===== src/rtl/store_map_pkg.sv =====
package store_map_pkg;
  typedef enum logic [2:0] {
    REG_LOW,
    REG_MIRROR,
    REG_ROM,
    REG_VID,
    REG_HIGH
  } region_e;

  typedef struct packed {
    logic ram;
    logic rom;
    logic vid;
  } sel_t;
endpackage


===== src/rtl/store_region_classify.sv =====
module store_region_classify
  import store_map_pkg::*;
#(
  parameter int ADDR_W       = 16,
  parameter int ROM_BASE     = 'h3800,
  parameter int ROM_WORDS    = 'h0800,
  parameter int MIRROR_WORDS = 4,
  parameter int VID_BASE     = 'h4000,
  parameter int VID_WORDS    = 'h4000
) (
  input  logic [ADDR_W-1:0] addr_i,
  input  logic              rom_en_i,
  output region_e           region_o
);
  localparam logic [ADDR_W:0] RomLo  = (ADDR_W+1)'(ROM_BASE);
  localparam logic [ADDR_W:0] RomHi  = (ADDR_W+1)'(ROM_BASE + ROM_WORDS);
  localparam logic [ADDR_W:0] MirHi  = (ADDR_W+1)'(MIRROR_WORDS);
  localparam logic [ADDR_W:0] VidLo  = (ADDR_W+1)'(VID_BASE);
  localparam logic [ADDR_W:0] HighLo = (ADDR_W+1)'(VID_BASE + VID_WORDS);

  logic [ADDR_W:0] a;
  assign a = {1'b0, addr_i};

  always_comb begin
    if (a >= HighLo)                              region_o = REG_HIGH;
    else if (a >= VidLo)                          region_o = REG_VID;
    else if (rom_en_i && a >= RomLo && a < RomHi) region_o = REG_ROM;
    else if (rom_en_i && a < MirHi)               region_o = REG_MIRROR;
    else                                          region_o = REG_LOW;
  end
endmodule


===== src/rtl/store_access_check.sv =====
module store_access_check
  import store_map_pkg::*;
#(
  parameter int ADDR_W    = 16,
  parameter int FETCH_TOP = 'h4000
) (
  input  logic [ADDR_W-1:0] addr_i,
  input  region_e           region_i,
  input  logic              rd_i,
  input  logic              wr_i,
  input  logic              ifetch_i,
  output logic              grant_o,
  output logic              refuse_o
);
  localparam logic [ADDR_W:0] FetchHi = (ADDR_W+1)'(FETCH_TOP);

  logic access, both, wp_hit, fetch_bad;

  always_comb begin
    access    = rd_i | wr_i;
    both      = rd_i & wr_i;
    wp_hit    = wr_i && (region_i == REG_ROM || region_i == REG_MIRROR);
    fetch_bad = ifetch_i && ({1'b0, addr_i} >= FetchHi);
    refuse_o  = access & (both | wp_hit | fetch_bad);
    grant_o   = access & ~refuse_o;
  end
endmodule


===== src/rtl/store_sel_encode.sv =====
module store_sel_encode
  import store_map_pkg::*;
#(
  parameter int ADDR_W   = 16,
  parameter int ROM_BASE = 'h3800,
  parameter int OFF_W    = 11
) (
  input  logic [ADDR_W-1:0] addr_i,
  input  region_e           region_i,
  input  logic              grant_i,
  output sel_t              sel_o,
  output logic [OFF_W-1:0]  rom_off_o
);
  always_comb begin
    sel_o     = '0;
    rom_off_o = '0;
    if (grant_i) begin
      unique case (region_i)
        REG_ROM: begin
          sel_o.rom = 1'b1;
          rom_off_o = OFF_W'(addr_i - ADDR_W'(ROM_BASE));
        end
        REG_MIRROR: begin
          sel_o.rom = 1'b1;
          rom_off_o = OFF_W'(addr_i);
        end
        REG_VID:  sel_o.vid = 1'b1;
        default:  sel_o.ram = 1'b1;
      endcase
    end
  end
endmodule


===== src/rtl/store_err_reg.sv =====
module store_err_reg (
  input  logic clk_i,
  input  logic rst_ni,
  input  logic refuse_i,
  output logic err_o
);
  always_ff @(posedge clk_i or negedge rst_ni) begin
    if (!rst_ni) err_o <= 1'b0;
    else         err_o <= refuse_i;
  end
endmodule


===== src/rtl/store_map_decoder.sv =====
module store_map_decoder
  import store_map_pkg::*;
#(
  parameter int ADDR_W       = 16,
  parameter int ROM_BASE     = 'h3800,
  parameter int ROM_WORDS    = 'h0800,
  parameter int MIRROR_WORDS = 4,
  parameter int VID_BASE     = 'h4000,
  parameter int VID_WORDS    = 'h4000,
  parameter int FETCH_TOP    = 'h4000,
  localparam int OFF_W       = $clog2(ROM_WORDS)
) (
  input  logic             clk_i,
  input  logic             rst_ni,
  input  logic [ADDR_W-1:0] addr_i,
  input  logic             rd_i,
  input  logic             wr_i,
  input  logic             ifetch_i,
  input  logic             ext_board_i,
  output logic             ram_sel_o,
  output logic             rom_sel_o,
  output logic             vid_sel_o,
  output logic [OFF_W-1:0] rom_off_o,
  output logic             err_o
);
  region_e region;
  logic    grant, refuse;
  sel_t    sel;

  store_region_classify #(
    .ADDR_W(ADDR_W), .ROM_BASE(ROM_BASE), .ROM_WORDS(ROM_WORDS),
    .MIRROR_WORDS(MIRROR_WORDS), .VID_BASE(VID_BASE), .VID_WORDS(VID_WORDS)
  ) u_classify (
    .addr_i  (addr_i),
    .rom_en_i(~ext_board_i),
    .region_o(region)
  );

  store_access_check #(.ADDR_W(ADDR_W), .FETCH_TOP(FETCH_TOP)) u_check (
    .addr_i  (addr_i),
    .region_i(region),
    .rd_i    (rd_i),
    .wr_i    (wr_i),
    .ifetch_i(ifetch_i),
    .grant_o (grant),
    .refuse_o(refuse)
  );

  store_sel_encode #(.ADDR_W(ADDR_W), .ROM_BASE(ROM_BASE), .OFF_W(OFF_W)) u_encode (
    .addr_i   (addr_i),
    .region_i (region),
    .grant_i  (grant),
    .sel_o    (sel),
    .rom_off_o(rom_off_o)
  );

  store_err_reg u_err (
    .clk_i   (clk_i),
    .rst_ni  (rst_ni),
    .refuse_i(refuse),
    .err_o   (err_o)
  );

  assign ram_sel_o = sel.ram;
  assign rom_sel_o = sel.rom;
  assign vid_sel_o = sel.vid;
endmodule


===== config.mk =====
export PLATFORM = sky130hd
export DESIGN_NAME = store_map_decoder
export DESIGN_NICKNAME = d
export VERILOG_FILES = /design/src/rtl/store_map_pkg.sv /design/src/rtl/store_region_classify.sv /design/src/rtl/store_access_check.sv /design/src/rtl/store_sel_encode.sv /design/src/rtl/store_err_reg.sv /design/src/rtl/store_map_decoder.sv
export SDC_FILE = /design/constraint.sdc
export NUM_CORES = 1
export LEC_CHECK = 0
export ABC_AREA = 0
export CORE_AREA = 4 4 41 43
export DETAILED_ROUTE_END_ITERATION = 8
export DIE_AREA = 0 0 45 47
export GPL_ROUTABILITY_DRIVEN = 0
export PLACE_DENSITY = 0.8
export SYNTH_ARGS = -nofsm -noshare
export SYNTH_HDL_FRONTEND = slang
export SYNTH_SLANG_ARGS = --single-unit

===== constraint.sdc =====
create_clock -name clk_i -period 5.15 [get_ports clk_i]
set_input_delay 1.545 -clock clk_i [delete_from_list [all_inputs] [get_ports clk_i]]
set_output_delay 1.545 -clock clk_i [all_outputs]
set_load 0.01 [all_outputs]

==> results_dict.tcl <==
set metrics [dict create \
    finalCritPeriodShare 0.984 \
    p_seq_frac 0.177 \
    outcome "finished clean" \
    die_w_um 45 \
    p_clk_frac 0 \
    synthCells 49 \
    grtUsageTotal 0.121 \
    critPathCaptureType "output pin" \
    drcViolationCount 0 \
    dieArea_um2 2120 \
    rsz0062_at_grt "no" \
    tightest_slew_ps 332 \
    rows 13 \
    drt_first_pass_iters 4 \
    slew_viol_final 0 \
    crit_fanout 10 \
    synth-seq-area-share 0.0608 \
    top_layer "met3" \
    syn_to_final_growth_pct 104 \
    hold_path.class "primary input to async pin" \
    period_needed_ps 5070 \
    yosys.area_share.adder 0 \
    detail-route-antenna-nets 0 \
    powerDensity_nw_per_um2 60.4 \
    final_util 0.644 \
    fp.dieH_um 47 \
    nets 111 \
    grt_first_pass_wirelength_um 1990 \
    crit_path_end "rom_off_o[2]" \
    post_synth_num_cell_types 23 \
    ys_ff_latch 1 \
    synth_compound_area_frac 0.456 \
    top_register "u_err.err_o" \
    start_util 0.316 \
    reg_top3 "u_err.err_o x1" \
    overflow 0 \
    wl_met3_um 123 \
    postCtsHoldBufs 0 \
    drv_cap 0 \
    sw_frac_of_total 0.346 \
    viasPerCell 5.08 \
    synth_area_per_cell_um2 8.40 \
    wl_met2_um 629 \
    finalSetupViolCount 0 \
    syn_nets 71 \
    vias 518 \
    synth_xor_area_frac 0 \
    switchingPower_mw 0.0175 \
    numPortBuffers 36 \
    drtIter0Drc 12 \
    fp.coreArea_um2 1300 \
    cp-startpoint "addr_i[13]" \
    synth_warnings 0 \
    cp.arrival_ps 3520 \
    cp_data_required_time_ps 3610 \
    worstSetupPathType "primary input to output pin" \
    synth-simple-area-share 0.316 \
    internal_power_mw 0.0331 \
    synth_top_family_by_area "compound AO/OA/AOI/OAI gates" \
    final_layout_size_suffix_gt1_frac 0.230 \
    n_antenna_cell 0 \
    start_kind "primary input" \
    p_leak_nw 0.406 \
    final-hold-violation-count 0 \
    largest_reg_flops 1 \
    wl_um 1310 \
    wire_per_inst_um 12.8 \
    grt_pass1_vias 484 \
    wl_met1_um 553 \
    slew_headroom 0.773 \
    io_pins 37 \
    grt_max_degree 11 \
    dp_hpwl_um 1090 \
    antenna_found_initial 0 \
    fmax_mhz 197 \
    vdd_drop_max_v 0.0000585 \
    setup_tns_ps 0 \
    clk_pin_slew_ps 0 \
    synth_mux_area_frac 0 \
    power_frac_comb 0.823 \
    netlist_area_um2 412 \
]
==> cell usage in the layout, fill, tap and decap left out <==
master / synthesis / routed
a2111oi_0: 1 / 1
a211oi_1: 4 / 4
a211oi_2: 9 / 9
a21bo_2: 1 / 1
a21oi_1: 2 / 2
a221oi_1: 1 / 1
and3_1: 1 / 1
buf_12: 0 / 1
buf_4: 1 / 4
clkdlybuf4s50_1: 0 / 30
dfrtp_1: 1 / 1
dlymetal6s2s_1: 0 / 6
inv_1: 12 / 12
nand2b_1: 2 / 2
nand3_1: 1 / 1
nand4_1: 1 / 1
nand4_2: 1 / 1
nor2b_1: 1 / 1
nor3_1: 2 / 2
nor3_4: 0 / 1
nor4_2: 1 / 1
nor4_4: 2 / 2
o21a_1: 1 / 1
or2_1: 1 / 1
==> cell usage after synthesis (all sizes together) <==
library cell,instances,share of area
a211oi,13,0.35
inv,12,0.11
buf,3,0.058
nor3,3,0.049
nor4,3,0.13
a21oi,2,0.024
nand2b,2,0.030
nand4,2,0.046
a2111oi,1,0.021
a21bo,1,0.024
a221oi,1,0.021
and3,1,0.015
dfrtp,1,0.061
nand3,1,0.012
nor2b,1,0.015
o21a,1,0.018
or2,1,0.015
==> critical path: stages <==
cell and delay [ps]:
clkdlybuf4s50_1 490, nor4_4 330, nand4_2 160, buf_4 220
a211oi_2 210, clkdlybuf4s50_1 560
==> timing repair <==
| action | 4_1_cts | 5_1_grt |
|---|---|---|
| gates resized for setup | 0 | 7 |
| endpoints found under the setup margin | 0 | 10 |
| setup buffers | 0 | 1 |
==> final cells by class <==
class | instances | area [µm²]
timing repair buffer | 41 | 425
tap | 15 | 18.8
inverter | 12 | 45.0
multi-input combinational | 33 | 324
sequential | 1 | 25.0
fill | 113 | 463
==> logic make-up after synthesis <==
family,count (synthesis)
and+or+nand+nor,14
DFF,1
AOI/OAI and AO/OA,19
buffers and inverters,15
==> metrics by stage <==
| stage | instance area (µm²) | power (mW) | hold slack, ps | worst slack (ps) | cells |
|---|---|---|---|---|---|
| 2_1_floorplan | 412 | 0.0215 | 1250 | 1160 | 49 |
| 3_3_place_gp | 810 | 0.0493 | 1690 | 70.8 | 101 |
| 3_5_place_dp | 810 | 0.0497 | 1700 | 16.2 | 101 |
| 4_1_cts | 810 | 0.0499 | 1700 | 15.5 | 101 |
| 5_1_grt | 838 | 0.0536 | 1700 | 2.23 | 102 |
| 6_report | 838 | 0.0507 | 1690 | 81.0 | 102 |
==> power by group through the flow <==
stage,logic (mW),registers (mW),clock network (mW)
floorplan,0.0121,0.00935,0
global placement,0.0404,0.00891,0
detailed placement,0.0407,0.00896,0
CTS,0.0410,0.00899,0
global route,0.0446,0.00901,0
finish,0.0417,0.00898,0
==> per-layer routing <==
metal,up-vias,track usage
li1,262,-
met1,228,0.151
met2,28,0.234
met3,0,0.00766
met4,0,0.0117
met5,-,0
==> worst min-delay path by stage <==
stage	start	endpoint	slack, ps	cells after the start
floorplan	rst_ni	u_err.err_o	1250	0
global placement	rst_ni	u_err.err_o	1690	1
detailed placement	rst_ni	u_err.err_o	1700	1
CTS	rst_ni	u_err.err_o	1700	1
global route	rst_ni	u_err.err_o	1700	1
finish	rst_ni	u_err.err_o	1690	1
Power figures use the tool's default switching activity.
